`src/rtl/stride_agen_pkg.sv`:
```
package stride_agen_pkg;

  typedef enum logic [1:0] {
    MV_UP   = 2'd0,
    MV_DOWN = 2'd1,
    MV_FIX  = 2'd2,
    MV_WRAP = 2'd3
  } move_e;

  localparam int unsigned BEATS_PER_WRAP = 4;

  // Beat width in bytes from the 2-bit size code.
  function automatic logic [3:0] size_to_bytes(input logic [1:0] code);
    return 4'd1 << code;
  endfunction

endpackage

```
`src/rtl/stride_agen_count.sv`:
```
module stride_agen_count #(
  parameter int unsigned CW = 22
) (
  input  logic          clk,
  input  logic          rst_n,
  input  logic          load_i,
  input  logic [CW-1:0] count_i,
  input  logic [3:0]    bytes_i,
  input  logic          take_i,
  output logic          last_o
);

  logic [CW-1:0] rem_q;
  logic [CW-1:0] width_ext;

  assign width_ext = {{(CW-4){1'b0}}, bytes_i};
  assign last_o    = (rem_q <= width_ext);

  always_ff @(posedge clk or negedge rst_n) begin
    if (!rst_n) begin
      rem_q <= '0;
    end else if (load_i) begin
      rem_q <= count_i;
    end else if (take_i) begin
      rem_q <= last_o ? '0 : (rem_q - width_ext);
    end
  end

  AST_REM_NOT_EMPTY: assert property (@(posedge clk) disable iff (!rst_n)
    (take_i && !last_o) |=> (rem_q != '0));

endmodule

```
`src/rtl/stride_agen_step.sv`:
```
module stride_agen_step
  import stride_agen_pkg::*;
#(
  parameter int unsigned AW = 32,
  parameter int unsigned BW = 14
) (
  input  logic          clk,
  input  logic          rst_n,
  input  logic          load_i,
  input  logic [AW-1:0] start_i,
  input  logic          take_i,
  input  move_e         mode_i,
  input  logic          sen_i,
  input  logic [BW-1:0] blk_i,
  input  logic [BW-1:0] stride_i,
  input  logic [3:0]    bytes_i,
  output logic [AW-1:0] addr_o
);

  localparam int unsigned PAD = AW - 4;

  function automatic logic [AW-1:0] wrap_mask(input logic [3:0] b);
    logic [AW-1:0] w;
    w = {{PAD{1'b0}}, b} * AW'(BEATS_PER_WRAP);
    return w - AW'(1);
  endfunction

  function automatic logic [AW-1:0] move_next(input logic [AW-1:0] a,
                                              input move_e m,
                                              input logic [3:0] b);
    logic [AW-1:0] st;
    logic [AW-1:0] msk;
    logic [AW-1:0] r;
    st  = {{PAD{1'b0}}, b};
    msk = wrap_mask(b);
    case (m)
      MV_UP:   r = a + st;
      MV_DOWN: r = a - st;
      MV_FIX:  r = a;
      default: r = (a & ~msk) | ((a + st) & msk);
    endcase
    return r;
  endfunction

  logic [AW-1:0] addr_q;
  logic [AW-1:0] base_q;
  logic [BW-1:0] cnt_q;
  logic [BW:0]   blk_beats;
  logic [BW:0]   cnt_inc;
  logic          blk_end;
  logic [AW-1:0] next_base;
  logic [AW-1:0] win_mask;

  assign blk_beats = (blk_i == '0) ? {{BW{1'b0}}, 1'b1} : {1'b0, blk_i};
  assign cnt_inc   = {1'b0, cnt_q} + {{BW{1'b0}}, 1'b1};
  assign blk_end   = (cnt_inc >= blk_beats);
  assign next_base = base_q + {{(AW-BW){1'b0}}, stride_i};
  assign win_mask  = wrap_mask(bytes_i);
  assign addr_o    = addr_q;

  always_ff @(posedge clk or negedge rst_n) begin
    if (!rst_n) begin
      addr_q <= '0;
      base_q <= '0;
      cnt_q  <= '0;
    end else if (load_i) begin
      addr_q <= start_i;
      base_q <= start_i;
      cnt_q  <= '0;
    end else if (take_i) begin
      if (sen_i) begin
        if (blk_end) begin
          cnt_q  <= '0;
          base_q <= next_base;
          addr_q <= next_base;
        end else begin
          cnt_q  <= cnt_inc[BW-1:0];
          addr_q <= addr_q + {{PAD{1'b0}}, bytes_i};
        end
      end else begin
        addr_q <= move_next(addr_q, mode_i, bytes_i);
      end
    end
  end

  AST_FIXED_HOLDS: assert property (@(posedge clk) disable iff (!rst_n)
    (take_i && !sen_i && mode_i == MV_FIX) |=> (addr_q == $past(addr_q)));

  AST_WRAP_IN_WINDOW: assert property (@(posedge clk) disable iff (!rst_n)
    (take_i && !sen_i && mode_i == MV_WRAP)
      |=> ((addr_q & ~win_mask) == ($past(addr_q) & ~win_mask)));

  AST_BLOCK_RESTART: assert property (@(posedge clk) disable iff (!rst_n)
    (take_i && sen_i && blk_end) |=> (addr_q == base_q));

endmodule

```
`src/rtl/stride_agen.sv`:
```
module stride_agen
  import stride_agen_pkg::*;
#(
  parameter int unsigned AW = 32,
  parameter int unsigned CW = 22,
  parameter int unsigned BW = 14
) (
  input  logic          clk,
  input  logic          rst_n,
  input  logic          cmd_start,
  input  logic [AW-1:0] cmd_addr,
  input  logic [CW-1:0] cmd_count,
  input  logic [1:0]    cmd_size,
  input  logic [1:0]    cmd_mode,
  input  logic          cmd_stride_en,
  input  logic [BW-1:0] cmd_blk,
  input  logic [BW-1:0] cmd_stride,
  output logic          beat_valid,
  input  logic          beat_ready,
  output logic [AW-1:0] beat_addr,
  output logic [3:0]    beat_bytes,
  output logic          beat_last,
  output logic          done
);

  logic          busy_q;
  logic          done_q;
  logic [1:0]    size_q;
  move_e         mode_q;
  logic          sen_q;
  logic [BW-1:0] blk_q;
  logic [BW-1:0] stride_q;

  // Named internal events for the assertions.
  logic          accept_cmd;
  logic          take;
  logic          last_take;
  logic          empty_cmd;
  logic          last_w;
  logic [3:0]    bytes_w;

  assign accept_cmd = cmd_start && !busy_q;
  assign empty_cmd  = accept_cmd && (cmd_count == '0);
  assign take       = busy_q && beat_ready;
  assign last_take  = take && last_w;
  assign bytes_w    = size_to_bytes(size_q);

  always_ff @(posedge clk or negedge rst_n) begin
    if (!rst_n) begin
      size_q   <= '0;
      mode_q   <= MV_UP;
      sen_q    <= 1'b0;
      blk_q    <= '0;
      stride_q <= '0;
    end else if (accept_cmd) begin
      size_q   <= cmd_size;
      mode_q   <= move_e'(cmd_mode);
      sen_q    <= cmd_stride_en;
      blk_q    <= cmd_blk;
      stride_q <= cmd_stride;
    end
  end

  always_ff @(posedge clk or negedge rst_n) begin
    if (!rst_n) begin
      busy_q <= 1'b0;
      done_q <= 1'b0;
    end else if (accept_cmd) begin
      busy_q <= !empty_cmd;
      done_q <= empty_cmd;
    end else if (last_take) begin
      busy_q <= 1'b0;
      done_q <= 1'b1;
    end else begin
      done_q <= 1'b0;
    end
  end

  stride_agen_count #(.CW(CW)) u_count (
    .clk     (clk),
    .rst_n   (rst_n),
    .load_i  (accept_cmd),
    .count_i (cmd_count),
    .bytes_i (size_to_bytes(accept_cmd ? cmd_size : size_q)),
    .take_i  (take),
    .last_o  (last_w)
  );

  stride_agen_step #(.AW(AW), .BW(BW)) u_step (
    .clk      (clk),
    .rst_n    (rst_n),
    .load_i   (accept_cmd),
    .start_i  (cmd_addr),
    .take_i   (take),
    .mode_i   (mode_q),
    .sen_i    (sen_q),
    .blk_i    (blk_q),
    .stride_i (stride_q),
    .bytes_i  (bytes_w),
    .addr_o   (beat_addr)
  );

  assign beat_valid = busy_q;
  assign beat_bytes = bytes_w;
  assign beat_last  = busy_q && last_w;
  assign done       = done_q;

  AST_HOLD_ON_STALL: assert property (@(posedge clk) disable iff (!rst_n)
    (beat_valid && !beat_ready)
      |=> (beat_valid && $stable(beat_addr) && $stable(beat_last)));

  AST_DONE_FOLLOWS_LAST: assert property (@(posedge clk) disable iff (!rst_n)
    last_take |=> (done && !beat_valid));

  AST_DONE_SINGLE: assert property (@(posedge clk) disable iff (!rst_n)
    done |=> !done);

  AST_EMPTY_JOB: assert property (@(posedge clk) disable iff (!rst_n)
    empty_cmd |=> (done && !beat_valid));

  AST_BUSY_IGNORES_START: assert property (@(posedge clk) disable iff (!rst_n)
    (cmd_start && beat_valid && !beat_ready) |=> $stable(beat_addr));

  AST_WIDTH_LEGAL: assert property (@(posedge clk) disable iff (!rst_n)
    beat_valid |-> $onehot0(beat_bytes) && (beat_bytes != 4'd0));

endmodule

```
`config.mk`:
```
export PLATFORM = sky130hd
export DESIGN_NAME = stride_agen
export DESIGN_NICKNAME = d
export VERILOG_FILES = /design/src/rtl/stride_agen_pkg.sv /design/src/rtl/stride_agen_count.sv /design/src/rtl/stride_agen_step.sv /design/src/rtl/stride_agen.sv
export SDC_FILE = /design/constraint.sdc
export NUM_CORES = 1
export LEC_CHECK = 0
export BUFFER_PORTS_ARGS = -buffer_cell sky130_fd_sc_hd__buf_2
export CORE_MARGIN = 1.5
export CORE_UTILIZATION = 50
export DETAILED_ROUTE_END_ITERATION = 8
export PLACE_DENSITY = 0.7
export SLEW_MARGIN = 30
export SYNTH_ARGS = -nofsm -noshare
export SYNTH_HDL_FRONTEND = slang
export SYNTH_SLANG_ARGS = --single-unit
```
`constraint.sdc`:
```
create_clock -name clk -period 10.9 [get_ports clk]
set_clock_uncertainty 0.1 [all_clocks]
set_input_delay 2.725 -clock clk [delete_from_list [all_inputs] [get_ports clk]]
set_output_delay 2.725 -clock clk [all_outputs]
set_load 0.1 [all_outputs]
```
---- Yosys cells after proc, flatten, opt, wreduce, memory -nomap -nowiden ----
Index checks and enable logic that the tools add are counted.
cells by class
  magnitude comparators ................... 2
  muxes and demuxes ....................... 22
  reduce and logical (&&, ||, !) cells .... 17
  bitwise operators ....................... 4
  add/sub/neg operators ................... 6
  shifts and indexed selects .............. 2
  equal/unequal tests ..................... 3
operators by type and width
  cell                                              number
  2-to-1 mux 32 bit                                 8
  case mux 32 bit (3 select lines)                  1
  2-to-1 mux 14 bit                                 5
  2-to-1 mux 22 bit                                 3
  AND 32 bit                                        2
  adder 32 x 14 -> 32 bit                           1
  adder 32 x 4 -> 32 bit                            1
  NOT 32 bit                                        1
  OR 32 bit                                         1
  subtractor 32 x 4 -> 32 bit                       1
  <= comparator 22 x 4 -> 1 bit                     1
  logical NOT 22 bit                                1
  subtractor 22 x 4 -> 22 bit                       1
  adder 14 x 1 -> 15 bit, second input constant     1
  greater-or-equal comparator 15 bit                1
  logical NOT 14 bit                                1
  nonzero test 2 bit                                4
  left shift 1 x 2 -> 4 bit, first input constant   2
  subtractor 6 x 1 -> 7 bit, second input constant  1
  logical AND 1 bit                                 5
  2-to-1 mux 1 bit                                  4
  AND reduction 2 bit                               2
  != test 3 bit, second input constant              1
  AND reduction 3 bit                               1
  5 further kinds                                   6
word-level totals
  output and inout bits ................... 39
  word-level logic and storage cells ...... 67
  bits of input ports ..................... 91
  register bits ........................... 135

---- Logic depth before layout (Yosys ltp) ----
  word-level depth ........................ 9
  mapped depth ............................ 18

---- Modules after synthesis ----
Synthesis repeated with hierarchy kept, for this count alone.
unflattened totals
  cells, all modules ...................... 1272
  area total of the unflattened synthesis .. 10836.6 µm²
by module, submodules not included
  module             times used  area an instance (µm²)  cells an instance  seq. area each (µm²)
  stride_agen_step   1           7691.1                  980                1951.9
  stride_agen_count  1           1600.3                  194                550.5
  stride_agen        1           1545.2                  98                 875.8

---- Least setup slack after synthesis ----
No wires, ideal clock.
  path type ............................... input -> output
  start ................................... in cmd_start
  end ..................................... out beat_last
  slack ................................... 2540 ps
  arrival ................................. 5535 ps
  buffers on the path ..................... 2
  stages on the path ...................... 12
  data required time ...................... 8075 ps
  path through ............................ nor2b_1 -> clkbuf_1 -> clkbuf_1 -> nand2_1 -> nand2_1 -> nand2_1 -> ha_1 -> nor2b_1 -> o21ai_0 -> nand2_1 -> a211oi_2 -> and2_1
between the ends
  cells in the longest elaborated chain, start to end .. 5
RTL lines
  what                           line                     text
  from (decl)                    stride_agen.sv:10        input logic cmd_start,
  logical AND 1 bit              stride_agen.sv:42        assign accept_cmd = cmd_start && !busy_q;
  2-to-1 mux 2 bit               -
  left shift 1 x 2 -> 4 bit      stride_agen_pkg.sv:14    return 4'd1 << code;
  <= comparator 22 x 4 -> 1 bit  stride_agen_count.sv:17  assign last_o = (rem_q <= width_ext);
  logical AND 1 bit              stride_agen.sv:105       assign beat_last = busy_q && last_w;
  to (decl)                      stride_agen.sv:22        output logic beat_last,
Every way passes these cells.

---- Worst setup path after layout ----
Ends and elaborated chain as after synthesis.

==> run_results.csv <==
group,metric,value,unit
power,combinationalPowerShare,0.591,
timing,setup-tns-final,0,ns
timing,relSlewSlack,0.423,
timing,clock.fmax,119,MHz
worst_hold_path,hold_class,"register to register",
grt,groute.usage.overall,0.297,
clock_tree,tritoncts,"built",
final_layout,nets,1499,
floorplan,rows,51,
setup_path,startpoint_type,"input port",
synthesis,synth_ff_type,"dfrtp_1",
power,power.internal,1.76,mW
drt,ant_nets,0,
drt,vias,9913,
floorplan,die_h,145,um
floorplan,num_io_pins,130,
synthesis,syn_nets,1413,
drt,drt_iter0_drc,978,
synthesis,ys_seq_area_frac,0.333,
grt,grt_pass1_wl,50300,um
drt,viasPerCell,6.05,
grt,grt.overflow.total,0,
power,p_clk_frac,0.158,
floorplan,initial_core_util,0.516,
synthesis,synth_edf_count,0,
power,swShare,0.535,
timing,slew_viol_final,0,
timing,rsz0062_at_grt,"no",
grt,grt_pass1_vias,9275,
setup_path,critPathArrivalTime,5.55,ns
final_layout,stdcell_count,1638,
clock_tree,cts_sinks,135,
power,power.switching,2.02,mW
timing,fin_crit_sh,0.768,
grt,grt_antenna_before_repair,0,
setup_path,endpoint_kind,"output pin",
clock_tree,holdBufCountCts,0,
synthesis,netlist_area,10100,sq um
power,p_seq_frac,0.251,
final_layout,syn_to_final_growth,13.6,%
placement,place_hpwl,22400,um
final_layout,diodes,0,
clock_tree,cts_buffer_depth,2,
floorplan,fp.dieArea,21200,sq um
final_layout,fillerInstances,1857,
timing,post-route-min-period,8.37,ns
drt,totalWireLength,30700,um
grt,grt_max_degree,89,
synthesis,synth.area.top_cells,"dfrtp_1 (33%), nand2_1 (7.9%), o21ai_0 (5.5%)",
clock_tree,cts_resized,0,
clock_tree,clkTransAtPathRegs,0.06,ns
synthesis,yosysWarnings,0,
timing,setup_violations,0,
power,irDropWorstVdd,265,uV
synthesis,synth_top_area_cell,"dfrtp_1",
floorplan,die_width,145,um
placement,gp_congestion,0.940,
setup_path,path_max_fanout,6,
final_layout,fin_area,11500,sq um
clock_tree,postCtsSetupRepairBufs,0,
drt,first_pass_iters,6,
setup_path,crit_type,"input port to output pin",
clock_tree,cts_root_buffer,"clkbuf_16",
final_layout,drive_gt1_frac,0.148,
timing,finalHoldViolations,0,
synthesis,synth_cell_types,79,
synthesis,synth-seq-cells,135,
placement,io_buffers,129,
placement,placed_cell_area,10900,sq um
final_layout,regArea,3380,sq um
synthesis,postSynthCellCount,1275,
power,static-leakage-power,5.04,nW
synthesis,async_flop_share,1.00,
synthesis,synth_top_area_frac,0.333,
drt,drcViolationCount,0,
floorplan,coreArea,19700,sq um
clock_tree,ctsHtreeMaxLevel,4,
clock_tree,cts_made_buffers,17,
synthesis,synth.avg_cell_area,7.96,sq um
setup_path,cp.required,8.08,ns
timing,tightest_slew,0.863,ns
placement,post-place-cells,1606,
power,p_per_area,328,nW/um^2
run_status,status,"finished clean",
clock_tree,clk_latency,0.42,ns
drt,wire_per_inst,18.8,um
final_layout,multi_input_area,6310,sq um
job,max_cap_viol_count,0,
## layout make-up
cell class,count,area share
Clock inverter,11,0.0130
Multi-Input combinational cell,1025,0.548
Inverter,42,0.0137
Timing Repair Buffer,140,0.0648
Sequential cell,135,0.293
Tap cell,265,0.0288
Clock buffer,20,0.0388
## routing by layer
| metal | track usage | up-vias | wire length (um) |
|---|---|---|---|
| met3 | 0.0878 | 40 | 3000 |
| met1 | 0.440 | 4646 | 14400 |
| li1 | - | 4788 | - |
| met2 | 0.415 | 439 | 12700 |
| met4 | 0.0867 | 0 | 629 |
| met5 | 0 | - | 0 |
## through the flow
step                hold WS [ns]  setup WS, ns  total power [mW]   util
floorplan                  0.352          2.54              2.64      -
global placement           0.367          2.69              3.10  0.555
detailed placement         0.377          2.59              3.14  0.555
CTS                        0.394          2.58              3.76  0.585
global route               0.409          2.25              4.06  0.586
finish                     0.392          2.53              3.78  0.586
## Yosys cell counts, types with 9 or more instances
library cell    n
a221o_1        10
o211ai_1       15
nand2b_1       12
nor2b_1        12
and3_1         17
inv_1          42
a21oi_1        75
o22ai_1        10
a31oi_1        11
a22oi_1        11
a211oi_1       10
o21ai_0       111
clkbuf_1       54
a21o_1         11
dfrtp_1       135
nand3_1        28
or2_2           9
o311ai_0        9
xnor2_1        41
nor2_1        116
xor2_1         36
nand2_1       214
a221oi_1       14
or3_1           9
nor3_1         25
nor4_1         26
ha_1           43
o21a_1         16
nand4_1        14
## cells by family after synthesis
logic type	count (synthesis)	share of synthesized area
AOI/OAI and AO/OA	377	0.246
xor gates and xnor gates	77	0.0665
DFF	135	0.333
adders and majority gates	47	0.0609
buffers and inverters	115	0.0469
and+or+nand+nor	515	0.238
muxes	9	0.00925
## placed cells by master, fill, tap and decap left out, types with 5 or more instances in the layout
cell type    n
a211oi_1    10
a21boi_0     5
a21o_1      11
a21oi_1     74
a221o_1     10
a221oi_1    14
a22oi_1     11
a2bb2oi_1    5
a31oi_1     11
and2_1       7
and3_1      17
buf_2      128
buf_4       10
clkbuf_16   17
dfrtp_1    135
ha_1        43
inv_1       42
mux2i_1      6
nand2_1    214
nand2b_1     9
nand3_1     28
nand4_1     14
nor2_1     116
nor2b_1     11
nor3_1      25
nor3b_1      6
nor4_1      26
o211ai_1    15
o21a_1      16
o21ai_0    111
o22a_1       7
o22ai_1     10
o311ai_0     9
o31ai_1      8
or2_2        9
or3_1        9
xnor2_1     41
xor2_1      36
## power groups by stage
stage / Combinational (mW) / Clock, mW / Sequential (mW)
final: 2.24 / 0.598 / 0.949
after detailed placement: 2.20 / 0 / 0.945
after global placement: 2.16 / 0 / 0.944
after CTS: 2.21 / 0.608 / 0.943
after global routing: 2.45 / 0.629 / 0.982
after floorplan: 1.41 / 0 / 1.23
## worst max-delay path: stages
cell and delay [ns]:
buf_2 0.12, nor2b_4 0.23, mux2i_1 0.25, inv_1 0.11
nor2_1 0.16, ha_1 0.21, fa_1 0.23, nor2b_1 0.06
o21ai_0 0.27, nand2_1 0.16, a211oi_2 0.39, and2_1 0.20
buf_2 0.43
## path summary, 6_finish.rpt
path	start	to	slack [ns]	cells after the start
max	cmd_start	beat_last	2.53	13
min reg2reg	u_step.base_q[2]	u_step.base_q[2]	0.39	1
max reg2reg	u_step.cnt_q[0]	register	6.54	14
min	u_step.base_q[2]	u_step.base_q[2]	0.39	1
max in group asynchronous	rst_n	asynchronous set/reset pin	7.32	3
min in group asynchronous	rst_n	blk_q[4]	2.22	1
No activity file was read; power rests on OpenSTA's default activity.
